[src/rtl/seq_trig_pkg.sv]
package seq_trig_pkg;

    localparam int MAP_W  = 8;
    localparam int DATA_W = 8;

    localparam logic [7:0] OFS_TRIG  = 8'h42;
    localparam logic [7:0] OFS_REQ   = 8'h50;
    localparam logic [7:0] OFS_STAT  = 8'h51;
    localparam logic [7:0] TRIG_MASK = 8'h80;
    localparam logic [7:0] STAT_FAIL = 8'hFF;

    typedef enum logic [1:0] {
        ERR_OK, ERR_INVALID, ERR_NACK, ERR_TIMEOUT
    } err_e;

    typedef enum logic [3:0] {
        ST_IDLE, ST_PRE_RD, ST_PRE_CLR, ST_NEXT, ST_RMW_RD,
        ST_RMW_WR, ST_POLL_RD, ST_POLL_WAIT, ST_NACK_CLR
    } state_e;

    typedef enum logic [2:0] {
        OP_STAT_CLR, OP_REQ_SET, OP_TRIG_SET, OP_REQ_CLR, OP_STAT_DONE, OP_FINAL
    } op_e;

    typedef enum logic [1:0] {MS_BIT, MS_TRIG, MS_MAP} mask_sel_e;

    typedef struct packed {
        logic [7:0] ofs;
        logic       set;
        mask_sel_e  msel;
    } op_desc_t;

    function automatic op_desc_t describe(input op_e op);
        op_desc_t d;
        case (op)
            OP_STAT_CLR, OP_STAT_DONE: d = '{OFS_STAT, 1'b0, MS_BIT};
            OP_REQ_SET:                d = '{OFS_REQ,  1'b1, MS_BIT};
            OP_TRIG_SET:               d = '{OFS_TRIG, 1'b1, MS_TRIG};
            OP_REQ_CLR:                d = '{OFS_REQ,  1'b0, MS_BIT};
            default:                   d = '{OFS_REQ,  1'b0, MS_MAP};
        endcase
        return d;
    endfunction

    function automatic logic [DATA_W-1:0] merge(input logic [DATA_W-1:0] old,
                                                input logic [DATA_W-1:0] mask,
                                                input logic              set);
        return set ? (old | mask) : (old & ~mask);
    endfunction

endpackage

[src/rtl/pick_lowest.sv]
module pick_lowest #(
    parameter int W = 8
) (
    input  logic [W-1:0] vec,
    output logic [W-1:0] onehot,
    output logic         any
);
    assign onehot = vec & (~vec + W'(1));
    assign any    = |vec;
endmodule

[src/rtl/poll_pacer.sv]
module poll_pacer #(
    parameter int LIMIT = 2000,
    parameter int GAP   = 1000
) (
    input  logic clk,
    input  logic rst,
    input  logic arm,
    input  logic note,
    input  logic waiting,
    output logic last_try,
    output logic gap_done
);
    localparam int TW = $clog2(LIMIT + 1);
    localparam int GW = $clog2(GAP + 1);

    logic [TW-1:0] tries_q;
    logic [GW-1:0] gap_q;

    always_ff @(posedge clk) begin
        if (rst || arm) tries_q <= '0;
        else if (note)  tries_q <= tries_q + TW'(1);
    end

    always_ff @(posedge clk) begin
        if (rst || !waiting) gap_q <= '0;
        else                 gap_q <= gap_q + GW'(1);
    end

    assign last_try = (tries_q == TW'(LIMIT - 1));
    assign gap_done = waiting && (gap_q == GW'(GAP - 1));
endmodule

[src/rtl/seq_trig_engine.sv]
module seq_trig_engine
    import seq_trig_pkg::*;
#(
    parameter int                ADDR_W     = 16,
    parameter logic [ADDR_W-1:0] BASE       = 'h0A00,
    parameter int                POLL_LIMIT = 2000,
    parameter int                POLL_GAP   = 1000
) (
    input  logic              clk,
    input  logic              rst,
    input  logic              start,
    input  logic [MAP_W-1:0]  req_map,
    output logic              busy,
    output logic              done,
    output logic [1:0]        err_code,
    output logic              bus_req,
    output logic              bus_we,
    output logic [ADDR_W-1:0] bus_addr,
    output logic [DATA_W-1:0] bus_wdata,
    input  logic [DATA_W-1:0] bus_rdata,
    input  logic              bus_ack
);
    state_e             state_q;
    op_e                op_q;
    logic [MAP_W-1:0]   map_q, pend_q, bit_q, next_oh;
    logic [DATA_W-1:0]  old_q, mask;
    err_e               err_q;
    logic               done_q, pend_any, last_try, gap_done;
    op_desc_t           desc;
    logic [7:0]         ofs;

    pick_lowest #(.W(MAP_W)) u_pick (
        .vec(pend_q), .onehot(next_oh), .any(pend_any)
    );

    poll_pacer #(.LIMIT(POLL_LIMIT), .GAP(POLL_GAP)) u_pacer (
        .clk(clk), .rst(rst),
        .arm(state_q == ST_RMW_WR && bus_ack && op_q == OP_TRIG_SET),
        .note(state_q == ST_POLL_RD && bus_ack),
        .waiting(state_q == ST_POLL_WAIT),
        .last_try(last_try), .gap_done(gap_done)
    );

    always_comb begin
        desc = describe(op_q);
        case (desc.msel)
            MS_TRIG: mask = TRIG_MASK;
            MS_MAP:  mask = map_q;
            default: mask = bit_q;
        endcase
        ofs       = (state_q == ST_RMW_RD || state_q == ST_RMW_WR) ? desc.ofs : OFS_STAT;
        bus_addr  = BASE + ADDR_W'(ofs);
        bus_we    = (state_q == ST_PRE_CLR) || (state_q == ST_RMW_WR) || (state_q == ST_NACK_CLR);
        bus_wdata = (state_q == ST_RMW_WR) ? merge(old_q, mask, desc.set) : '0;
        bus_req   = (state_q != ST_IDLE) && (state_q != ST_NEXT) && (state_q != ST_POLL_WAIT);
    end

    always_ff @(posedge clk) begin
        if (rst) begin
            state_q <= ST_IDLE;
            op_q    <= OP_STAT_CLR;
            map_q   <= '0;
            pend_q  <= '0;
            bit_q   <= '0;
            old_q   <= '0;
            err_q   <= ERR_OK;
            done_q  <= 1'b0;
        end else begin
            done_q <= 1'b0;
            case (state_q)
                ST_IDLE: if (start && !done_q) begin
                    if (req_map == '0) begin
                        err_q  <= ERR_INVALID;
                        done_q <= 1'b1;
                    end else begin
                        map_q   <= req_map;
                        pend_q  <= req_map;
                        err_q   <= ERR_OK;
                        state_q <= ST_PRE_RD;
                    end
                end
                ST_PRE_RD: if (bus_ack)
                    state_q <= (bus_rdata == STAT_FAIL) ? ST_PRE_CLR : ST_NEXT;
                ST_PRE_CLR: if (bus_ack) state_q <= ST_NEXT;
                ST_NEXT: begin
                    if (pend_any) begin
                        bit_q  <= next_oh;
                        pend_q <= pend_q & ~next_oh;
                        op_q   <= OP_STAT_CLR;
                    end else begin
                        op_q   <= OP_FINAL;
                    end
                    state_q <= ST_RMW_RD;
                end
                ST_RMW_RD: if (bus_ack) begin
                    old_q   <= bus_rdata;
                    state_q <= ST_RMW_WR;
                end
                ST_RMW_WR: if (bus_ack) begin
                    state_q <= ST_RMW_RD;
                    case (op_q)
                        OP_STAT_CLR:  op_q <= OP_REQ_SET;
                        OP_REQ_SET:   op_q <= OP_TRIG_SET;
                        OP_TRIG_SET:  state_q <= ST_POLL_RD;
                        OP_REQ_CLR:   op_q <= OP_STAT_DONE;
                        OP_STAT_DONE: state_q <= ST_NEXT;
                        default: begin
                            state_q <= ST_IDLE;
                            done_q  <= 1'b1;
                        end
                    endcase
                end
                ST_POLL_RD: if (bus_ack) begin
                    if (bus_rdata == STAT_FAIL) begin
                        state_q <= ST_NACK_CLR;
                    end else if ((bus_rdata & bit_q) != '0) begin
                        op_q    <= OP_REQ_CLR;
                        state_q <= ST_RMW_RD;
                    end else if (last_try) begin
                        err_q   <= ERR_TIMEOUT;
                        op_q    <= OP_FINAL;
                        state_q <= ST_RMW_RD;
                    end else begin
                        state_q <= ST_POLL_WAIT;
                    end
                end
                ST_POLL_WAIT: if (gap_done) state_q <= ST_POLL_RD;
                ST_NACK_CLR: if (bus_ack) begin
                    err_q   <= ERR_NACK;
                    op_q    <= OP_FINAL;
                    state_q <= ST_RMW_RD;
                end
                default: state_q <= ST_IDLE;
            endcase
        end
    end

    assign busy     = (state_q != ST_IDLE);
    assign done     = done_q;
    assign err_code = err_q;
endmodule

[config.mk]
export PLATFORM = sky130hd
export DESIGN_NAME = seq_trig_engine
export DESIGN_NICKNAME = d
export VERILOG_FILES = /design/src/rtl/seq_trig_pkg.sv /design/src/rtl/pick_lowest.sv /design/src/rtl/poll_pacer.sv /design/src/rtl/seq_trig_engine.sv
export SDC_FILE = /design/constraint.sdc
export NUM_CORES = 1
export LEC_CHECK = 0
export CAP_MARGIN = 25
export CORE_ASPECT_RATIO = 1.1
export CORE_MARGIN = 8
export CORE_UTILIZATION = 40
export DETAILED_ROUTE_END_ITERATION = 8
export PLACE_DENSITY = 0.7
export SLEW_MARGIN = 20
export SYNTH_ARGS = -nofsm -noshare
export SYNTH_HDL_FRONTEND = slang
export SYNTH_HIERARCHICAL = 1
export SYNTH_SLANG_ARGS = --single-unit
[constraint.sdc]
create_clock -name clk -period 2.4 [get_ports clk]
set_input_delay 0.36 -clock clk [delete_from_list [all_inputs] [get_ports clk]]
set_output_delay 0.36 -clock clk [all_outputs]
set_load 0.1 [all_outputs]
=== After elaboration in Yosys (flattened, before gate mapping) ===
Cells that the tools add are included.

* Input port bits: 20
* Memory bits (writable): 0
* Logic and storage cells: 136
* Register bits after elaboration: 63
* ROM bits: 0
* Output and inout bits: 30
* Memories: 0
* Bits in latches: 0

* Shifts and indexed selects: 0
* Reductions and logical operators: 33
* Bitwise operators: 9
* Magnitude comparators: 0
* Add/subtract/negate cells: 4
* Multipliers: 0
* Muxes and demuxes: 46
* Divide/modulo/power cells: 0
* Eq/ne operators: 34

{| class="wikitable"
|+ Operator list
! kind !! count
|-
| $mux W8 || 6
|-
| $mux W4 || 10
|-
| $pmux W4 S9 || 1
|-
| $and A8 B8 Y8 || 4
|-
| $pmux W8 S2 || 2
|-
| $pmux W8 S4 || 1
|-
| $ne A2 B2 Y1 const B || 13
|-
| $not A8 Y8 || 3
|-
| $mux W3 || 7
|-
| $pmux W3 S3 || 2
|-
| $eq A4 B3 Y1 const B || 4
|-
| $mux W2 || 8
|-
| $reduce_and A7 Y1 || 2
|-
| $add A12 B8 Y13 const A || 1
|-
| $pmux W3 S4 || 1
|-
| $add A11 B1 Y11 const B || 1
|-
| $eq A11 B11 Y1 const B || 1
|-
| $add A10 B1 Y10 const B || 1
|-
| $eq A10 B10 Y1 const B || 1
|-
| $reduce_and A9 Y1 || 1
|-
| $add A8 B1 Y8 const B || 1
|-
| $eq A4 B2 Y1 const B || 2
|-
| $eq A8 B8 Y1 const B || 1
|-
| $logic_not A8 Y1 || 1
|-
| other kinds (32) || 51
|}

=== Depth between registers and ports, before layout ===
Gate-level depths: netlist (run 1).

* Depth in word-level cells: 9
* Gate-level depth with buffers: 11
* Gate-level depth less buffers: 9

=== By module ===
The synthesis (run 1) kept the hierarchy.

{| class="wikitable"
|+ By module, submodules not included
! module !! instances !! area an instance (um2) !! cells an instance
|-
| seq_trig_engine || 1 || 2423.6 || 310
|-
| poll_pacer || 1 || 939.7 || 105
|-
| pick_lowest || 1 || 96.3 || 12
|}

=== Worst setup path before layout (run 1) ===
No wires, ideal clock.

* Path kind: register to output
* From: register state_q[0]
* To: output port bus_we
* Cell stages (with the launch flop): 7
* Buffers on the path: 2
* Data arrival time: 3115 ps
* Slack: -1075 ps
* Cell sequence: dfxtp_1 -> buf_2 -> buf_1 -> nand2_1 -> nor2_1 -> a21oi_1 -> o21ai_0

* Word-level cells in the longest chain between the ends: 3
* Elaborated cells between the ends (all ways): 5
* Those cells by class: eq/ne (3); reduce/logical (2)

{| class="wikitable"
|+ RTL lines
! item !! line !! text
|-
| from (decl) || seq_trig_engine.sv:23 || <nowiki>state_e state_q;</nowiki>
|-
| from (signal assigned) || seq_trig_engine.sv:83 || <nowiki>state_q <= (bus_rdata == STAT_FAIL) ? ST_PRE_CLR : ST_NEXT;</nowiki>
|-
| $eq A4 B2 Y1 / $eq A4 B3 Y1 (equally long branches) || seq_trig_engine.sv:53 || <nowiki>bus_we = (state_q == ST_PRE_CLR) || (state_q == ST_RMW_WR) || (state_q == ST_NACK_CLR);</nowiki>
|-
| $logic_or A1 B1 Y1 || seq_trig_engine.sv:53 ||
|-
| $logic_or A1 B1 Y1 * || seq_trig_engine.sv:53 ||
|-
| to (decl) || seq_trig_engine.sv:17 || <nowiki>output logic bus_we,</nowiki>
|}

Every way passes the cells marked *; elsewhere a longest branch is shown, timed or not.

=== Worst setup path after layout (run 1) ===
* From: register op_q[0]
* To: output port bus_wdata[1]

* Word-level cells in the longest chain between the ends: 9
* Elaborated cells between the ends (all ways): 15
* Those cells by class: eq/ne (6); mux (4); bitwise (3); reduce/logical (2)

{| class="wikitable"
|+ RTL lines
! item !! line !! text
|-
| from (decl) || seq_trig_engine.sv:24 || <nowiki>op_e op_q;</nowiki>
|-
| from (signal assigned) || seq_trig_engine.sv:61 || <nowiki>op_q <= OP_STAT_CLR;</nowiki>
|-
| from (signal assigned) || seq_trig_engine.sv:89 || <nowiki>op_q <= OP_STAT_CLR;</nowiki>
|-
| from (signal assigned) || seq_trig_engine.sv:91 || <nowiki>op_q <= OP_FINAL;</nowiki>
|-
| $eq A3 B3 Y1 / $logic_not A3 Y1 (equally long branches) || seq_trig_pkg.sv:35 || <nowiki>case (op)</nowiki>
|-
| $reduce_or A2 Y1 || seq_trig_pkg.sv:35 ||
|-
| $pmux W8 S4 * || seq_trig_pkg.sv:35 ||
|-
| $eq A2 B2 Y1 / $eq A2 B1 Y1 (equally long branches) || seq_trig_engine.sv:46 || <nowiki>case (desc.msel)</nowiki>
|-
| $pmux W8 S2 || seq_trig_engine.sv:46 ||
|-
| $not A8 Y8 || seq_trig_pkg.sv:48 || <nowiki>return set ? (old | mask) : (old & ~mask);</nowiki>
|-
| $and A8 B8 Y8 || seq_trig_pkg.sv:48 ||
|-
| $mux W8 * || seq_trig_pkg.sv:48 ||
|-
| $mux W8 * || seq_trig_engine.sv:54 || <nowiki>bus_wdata = (state_q == ST_RMW_WR) ? merge(old_q, mask, desc.set) : '0;</nowiki>
|-
| to (decl) || seq_trig_engine.sv:19 || <nowiki>output logic [DATA_W-1:0] bus_wdata,</nowiki>
|}

Marked as above.

==> impl_metrics.yaml, run 1 <==
yosys:
  synth_cell_types: 60
  synth_mux_area_share_pct: 5.208
  yosys.area.top_type: "dfxtp_1"
  synth_top_area_share_pct: 36.46
  synth_top_family_by_area: "simple AND/OR/NAND/NOR gates"
  synth_compound_area_share_pct: 22.97
  synth_xor_area_share_pct: 2.025
  syn_inst: 427
  syn_avg_cell_area_um2: 8.102
  ys_seq_elements: 63
  synth_edf_count: 0
  yosys-top-cells-count: "dfxtp_1 (63), nor2_1 (58), a21oi_1 (37)"
  synth.cell_area_um2: 3460
  synthAdderAreaFrac_pct: 0.7233
  ys_top_cells_by_area: "dfxtp_1 (36%), nor2_1 (6.3%), a21oi_1 (5.4%)"
  synth.most_common_cell: "dfxtp_1"
  yosysWarnings: 6
  ys.flop_type: "dfxtp_1"
  ys_seq_area_share_pct: 36.46
  async_flop_share_pct: 0
  yosys.area_share.simple_pct: 24.85
layout:
  fillCellCount: 825
  area_growth_pct: 24.63
  antenna_cells: 0
  drive_above_1_share_pct: 16.91
  nNetsFinal: 490
  fin_cells: 584
timing:
  rsz0062_at_grt: "false"
  max_freq_mhz: 447.4
  period_needed_ps: 2235
  fin_crit_sh_pct: 93.13
  maxSlewViolCount: 0
  finalClockSkew_ps: 10.18
  timing_hold_violations_final: 0
  relSlewSlack_pct: 55.67
  setup_viol: 0
  worst_pin_slew_ps: 658.8
cts:
  clkLatencyLatePin_ps: 350
  htree_num_levels: 3
  cts_buffers: 9
  cts.sinks: 63
  cts_tree: "built"
  post_cts_buffers: 0
  cts_root_buf: "clkbuf_8"
  clk_pin_slew_ps: 80
  clockBufferDepth: 2
floorplan:
  core_region_area_um2: 8408
  dieHeight_um: 113.5
  initial_core_util_pct: 41.15
  io_pins: 50
  die_w_um: 104.7
  rows: 35
  dieArea_um2: 11880
route:
  drc_errors: 0
  via_per_inst: 5.553
  dr.pass1.iters: 5
  drtIter0Drc: 183
  wl_um: 9148
  ant_nets: 0
  wl_per_cell_um: 15.66
  vias: 3243
setup_path:
  ff2ff_path_depth: 6
  crit_cells: 6
  critPathArrivalTime_ps: 1870
  crit_start: "op_q[0]$_SDFFE_PP0P_"
  slowest_stage: "dfxtp_1"
  worstSetupEndpoint: "bus_wdata[1]"
  worst_setup_path_end_kind: "output pin"
  path_buf_inv: 1
  critPathLaunchType: "flip-flop"
  cp_top_family: "simple AND/OR/NAND/NOR gates"
  crit_required_ps: 2040
  r2r-start: "state_q[2]$_SDFFE_PP0P_"
  r2r_slack_ps: 270
  max_stage_delay_ps: 440
  worst-path-max-fanout: 9
  path_cells: "or2_4 > nand2_4 > o221ai_1 > a22oi_1 > nor2_2 > buf_12"
  timing.rr.end: "u_pacer/tries_q[7]$_SDFFE_PP0P_"
  path_class: "reg2out"
power_and_ir_drop:
  cellPowerDensity_nw_per_um2: 839.7
  power.total_w: 0.003620
  leakagePower_nw: 1.565
  peakVddDrop_mv: 0.4137
flow_run:
  maxCapViolCount: 0
global_routing:
  antenna_found_initial: 0
  grt_pass1_wl_um: 15440
  grt_max_degree: 18
  grt_pass1_vias: 3263
  grtUsageTotal_pct: 15.73
  gr-total-overflow: 0
run_status:
  status: "finished, final reports clean"
hold_path:
  worstHoldStart: "err_code[1]$_SDFFE_PP0P_"
  hold_path_class: "reg2reg"
placement:
  dp_hpwl_um: 6996
  placedCellCount: 568
  finalWeightedCongestion: 0.9123
  portBuffers: 36
## flip-flops by register name, indices dropped and copies added, names as in the netlist
name,cells
bit_q,8
done,1
err_code,2
map_q,8
old_q,8
op_q,3
pend_q,8
state_q,4
u_pacer/gap_q,10
u_pacer/tries_q,11
## how the worst min path moves through the flow
stage / end / slack [ps] / depth (start not counted)
global placement: u_pacer/gap_q[0]$_SDFF_PP0_ / 440 / 1
detailed placement: u_pacer/gap_q[0]$_SDFF_PP0_ / 450 / 1
global route: map_q[6]$_SDFFE_PP0P_ / 490 / 2
finish: err_code[1]$_SDFFE_PP0P_ / 460 / 2
floorplan: u_pacer/gap_q[0]$_SDFF_PP0_ / 430 / 1
CTS: err_code[1]$_SDFFE_PP0P_ / 470 / 2
## power by group
| part | leakage (nW) | switching [W] | internal (W) |
|---|---|---|---|
| Combinational | 0.967 | 0.000985 | 0.000528 |
| Clock | 0.0866 | 0.000455 | 0.000384 |
| Sequential | 0.511 | 0.000117 | 0.00115 |
| Total | 1.56 | 0.00156 | 0.00206 |
## timing repair
action,4_1_cts,5_1_grt
resized for setup,3,5
hold buffers,0,0
setup endpoints to repair,8,11
## worst register-to-register path, stage by stage, from the launching register on
cell     delay (ps)
dfxtp_1         370
nor2b_1         340
nand2_1         130
nor2_1          300
nand3_1         250
or4_1           520
a21oi_1         150
## per-stage QoR
| step | worst slack (ps) | area, um2 | hold slack [ps] | setup TNS, ps | util [%] |
|---|---|---|---|---|---|
| 2_1_floorplan | -319.1 | 3535 | 426.0 | -334.0 | - |
| 3_3_place_gp | 239.5 | 4108 | 441.9 | 0 | 48.85 |
| 3_5_place_dp | 107.2 | 4108 | 450.6 | 0 | 48.85 |
| 4_1_cts | 11.83 | 4299 | 465.4 | 0 | 51.13 |
| 5_1_grt | 55.21 | 4312 | 485.0 | 0 | 51.28 |
| 6_report | 165.0 | 4312 | 462.5 | 0 | 51.28 |
## cell type report
cell class | instances | area, um2 | area share, %
well taps | 111 | 138.9 | 3.221
clock buffers | 9 | 123.9 | 2.873
clock inverters | 7 | 55.05 | 1.277
multi-input cells | 325 | 2031 | 47.10
repair buffers | 57 | 650.6 | 15.09
inverters | 12 | 48.80 | 1.132
flip-flops and latches | 63 | 1264 | 29.31
## cells by family (layout without fill, tap and decap cells)
group | count (synthesis) | after routing
simple gates | 167 | 167
fa+ha+maj | 2 | 2
mux | 18 | 18
compound gates | 117 | 117
flops | 63 | 63
buf+inv | 50 | 85
xor+xnor | 8 | 8
other cells | 2 | 13
## cell usage in the layout, fill, tap and decap left out, drive strengths merged, types with 3 or more instances in the layout
master	n
nor4b	3
o21ai	17
buf	38
a21oi	37
clkdlybuf4s50	19
and2	3
nand2	33
o31ai	6
o211ai	3
dfxtp	63
a21o	8
or4	8
o2bb2ai	4
or3	5
clkinvlp	3
xnor2	3
clkbuf	9
a22oi	11
xor2	5
nand2b	3
conb	13
nor2b	7
nor2	58
nand3	11
and3	4
nor3	5
inv	14
a211oi	3
nor4	5
nand4	11
a221oi	3
o21a	6
mux2i	18
o221ai	8
## layer usage
metal | vias up | share of wire, % | GRT usage, %
li1 | 1616 | - | -
met1 | 1530 | 43 | 17.26
met2 | 77 | 51 | 28.03
met3 | 20 | 4.0 | 4.625
met4 | 0 | 2.5 | 6.000
met5 | - | 0 | 0
Note: power is estimated with default switching activity, not from simulation.
==> run 2, diff against run 1 <==
--- a/config.mk
+++ b/config.mk
@@ -10,6 +10,7 @@
 export CORE_MARGIN = 8
 export CORE_UTILIZATION = 40
 export DETAILED_ROUTE_END_ITERATION = 8
+export GPL_TIMING_DRIVEN = 0
 export PLACE_DENSITY = 0.7
 export SLEW_MARGIN = 20
 export SYNTH_ARGS = -nofsm -noshare
==> run 2 against run 1 <==
Net effect:
- non-clock buffer count is 14 higher
- maximum frequency is 2.7% lower
- clock power is 13% higher
- die area stayed put
- via count is 4.1% higher
- wire length is 2.6% higher
- core utilization is 0.10 points higher
- setup slack worse by 62 ps
- first-iteration DRC count is 24% higher
==> impl_metrics.yaml, run 2 (synthesis results as in run 1) <==
run_status:
  status: "finished, final reports clean"
cts:
  cts_buffers: 9
  cts.sinks: 63
  cts_tree: "built"
  clk_pin_slew_ps: 70
  clockBufferDepth: 2
  clkLatencyLatePin_ps: 350
  post_cts_buffers: 0
  cts_root_buf: "clkbuf_8"
  cts_hold_buf: 0
  htree_num_levels: 3
power_and_ir_drop:
  pwr-share-comb_pct: 40.4
  seqPwrFrac_pct: 33.7
  switching_power_w: 0.001559
  p_int_w: 0.002123
  power.total_w: 0.003682
  clkPwrFrac_pct: 25.9
  cellPowerDensity_nw_per_um2: 852.2
  peakVddDrop_mv: 0.4509
  p_sw_share_pct: 42.34
  leakagePower_nw: 1.583
placement:
  dpl_cell_area_um2: 4034
  portBuffers: 36
  finalWeightedCongestion: 0.9312
  dp_hpwl_um: 7044
flow_run:
  maxCapViolCount: 0
route:
  wl_per_cell_um: 15.69
  vias: 3376
  drc_errors: 0
  via_per_inst: 5.645
  drtIter0Drc: 227
  wl_um: 9382
  ant_nets: 0
  dr.pass1.iters: 5
floorplan:
  rows: 35
  initial_core_util_pct: 41.15
  io_pins: 50
  die_w_um: 104.7
  core_region_area_um2: 8408
  dieArea_um2: 11880
  dieHeight_um: 113.5
layout:
  final_common_cell: "dfxtp_1"
  largest-register: "u_pacer/tries_q"
  reg.largest.list: "u_pacer/tries_q (11), u_pacer/gap_q (10)"
  largest_reg_flops: 11
  final_cell_mix: "dfxtp_1 (62), nor2_1 (49), a21oi_1 (37), nand2_1 (31), clkdlybuf4s50_1 (22)"
  stdcell_area_um2: 4320
  nNetsFinal: 504
  drive_above_1_share_pct: 19.30
  area_growth_pct: 24.88
  fillCellCount: 846
  antenna_cells: 0
setup_path:
  max_stage_delay_ps: 580
  r2r-start: "state_q[3]$_SDFFE_PP0P_"
  path_buf_inv: 2
  critPathLaunchType: "flip-flop"
  r2r_slack_ps: 140
  worst_setup_path_end_kind: "output pin"
  timing.rr.end: "state_q[0]$_SDFFE_PP0P_"
  path_cells: "clkbuf_2 > nor2_1 > nand3_1 > clkdlybuf4s15_2"
  worst-path-max-fanout: 10
  path_class: "reg2out"
  ff2ff_path_depth: 10
  critPathArrivalTime_ps: 1940
  slowest_stage: "clkdlybuf4s15_2"
  crit_required_ps: 2040
  cp_top_family: "buffers and inverters"
timing:
  worst_pin_slew_ps: 983.8
  setup_viol: 0
  max_freq_mhz: 435.3
  finalClockSkew_ps: 16.36
  maxSlewViolCount: 0
  timing_hold_violations_final: 0
  fin_crit_sh_pct: 95.72
  whs_ps: 459.2
  relSlewSlack_pct: 34.21
  period_needed_ps: 2297
hold_path:
  hold_end: "err_code[1]$_SDFFE_PP0P_"
  hold_path_class: "reg2reg"
  hold_depth: 2
  worstHoldStart: "err_code[1]$_SDFFE_PP0P_"
global_routing:
  antenna_found_initial: 0
  grt_pass1_wl_um: 15390
  grt_max_degree: 13
  gr-total-overflow: 0
  grt_pass1_vias: 3264
  grtUsageTotal_pct: 15.60
-- run 2: changes by cell type in the layout (fill, tap and decap cells not counted), sizes merged --
cell | previous run | this run
clkbuf | 9 | 24
buf | 38 | 31
clkdlybuf4s15 | 0 | 4
clkdlybuf4s50 | 19 | 22
inv | 14 | 12
bufinv | 0 | 1
clkinv | 2 | 3
clkinvlp | 3 | 2
-- run 2: power groups by stage --
stage | logic (W) | clock network, W | registers (W)
final | 0.00149 | 0.000952 | 0.00124
after floorplan | 0.00105 | 0 | 0.00129
after global placement | 0.00142 | 0 | 0.00124
after CTS | 0.00143 | 0.000971 | 0.00123
after detailed placement | 0.00143 | 0 | 0.00125
after global routing | 0.00160 | 0.00101 | 0.00125
-- run 2: layout make-up --
cell class	instances	area, um2	share of cell area, %
plain buffers	35	219.0	5.068
clock inverters	6	68.82	1.593
well taps	111	138.9	3.215
repair buffers	36	361.6	8.370
multi-input cells	325	2083	48.22
clock buffers	10	137.6	3.186
flip-flops and latches	63	1262	29.22
inverters	12	48.80	1.129
-- run 2: how the worst max path moves through the flow --
stage | from | end | cells past startpoint
final | state_q[3]$_SDFFE_PP0P_ | bus_addr[0] | 4
after global routing | state_q[3]$_SDFFE_PP0P_ | state_q[0]$_SDFFE_PP0P_ | 10
after CTS | op_q[1]$_SDFFE_PP0P_ | bus_wdata[7] | 7
after detailed placement | op_q[1]$_SDFFE_PP0P_ | bus_wdata[7] | 8
after global placement | op_q[1]$_SDFFE_PP0P_ | bus_wdata[7] | 8
after floorplan | state_q[0]$_SDFFE_PP0P_ | bus_we | 6
-- run 2: worst min-delay path, delay by kind of cell (launching register included) --
kind                   cells  cell delay (ps)
buffers and inverters      1               50
flip-flops                 1              310
AO/OA/AOI/OAI              1               50
-- run 2: stage by stage --
step,instances,util [%],setup TNS [ps],setup slack [ps]
2_1_floorplan,438,-,-334.0,-319.1
5_1_grt,598,51.38,-5.460,-3.416
6_report,598,51.38,0,102.8
3_3_place_gp,585,47.98,-6929,-701.1
4_1_cts,599,50.83,0,10.38
3_5_place_dp,585,47.98,-7433,-733.6
-- run 2: metal layers --
layer / wire (um) / GRT usage, % / vias up
met4: 209 / 6.000 / 0
met1: 3938 / 17.90 / 1593
met3: 499 / 3.553 / 20
met5: 0 / 0 / -
met2: 4735 / 27.56 / 123
li1: - / - / 1640
-- run 2: repair_timing --
action,4_1_cts,5_1_grt
endpoints found under the setup margin,19,27
gates cloned,0,0
pin swaps,1,0
resized for setup,87,18
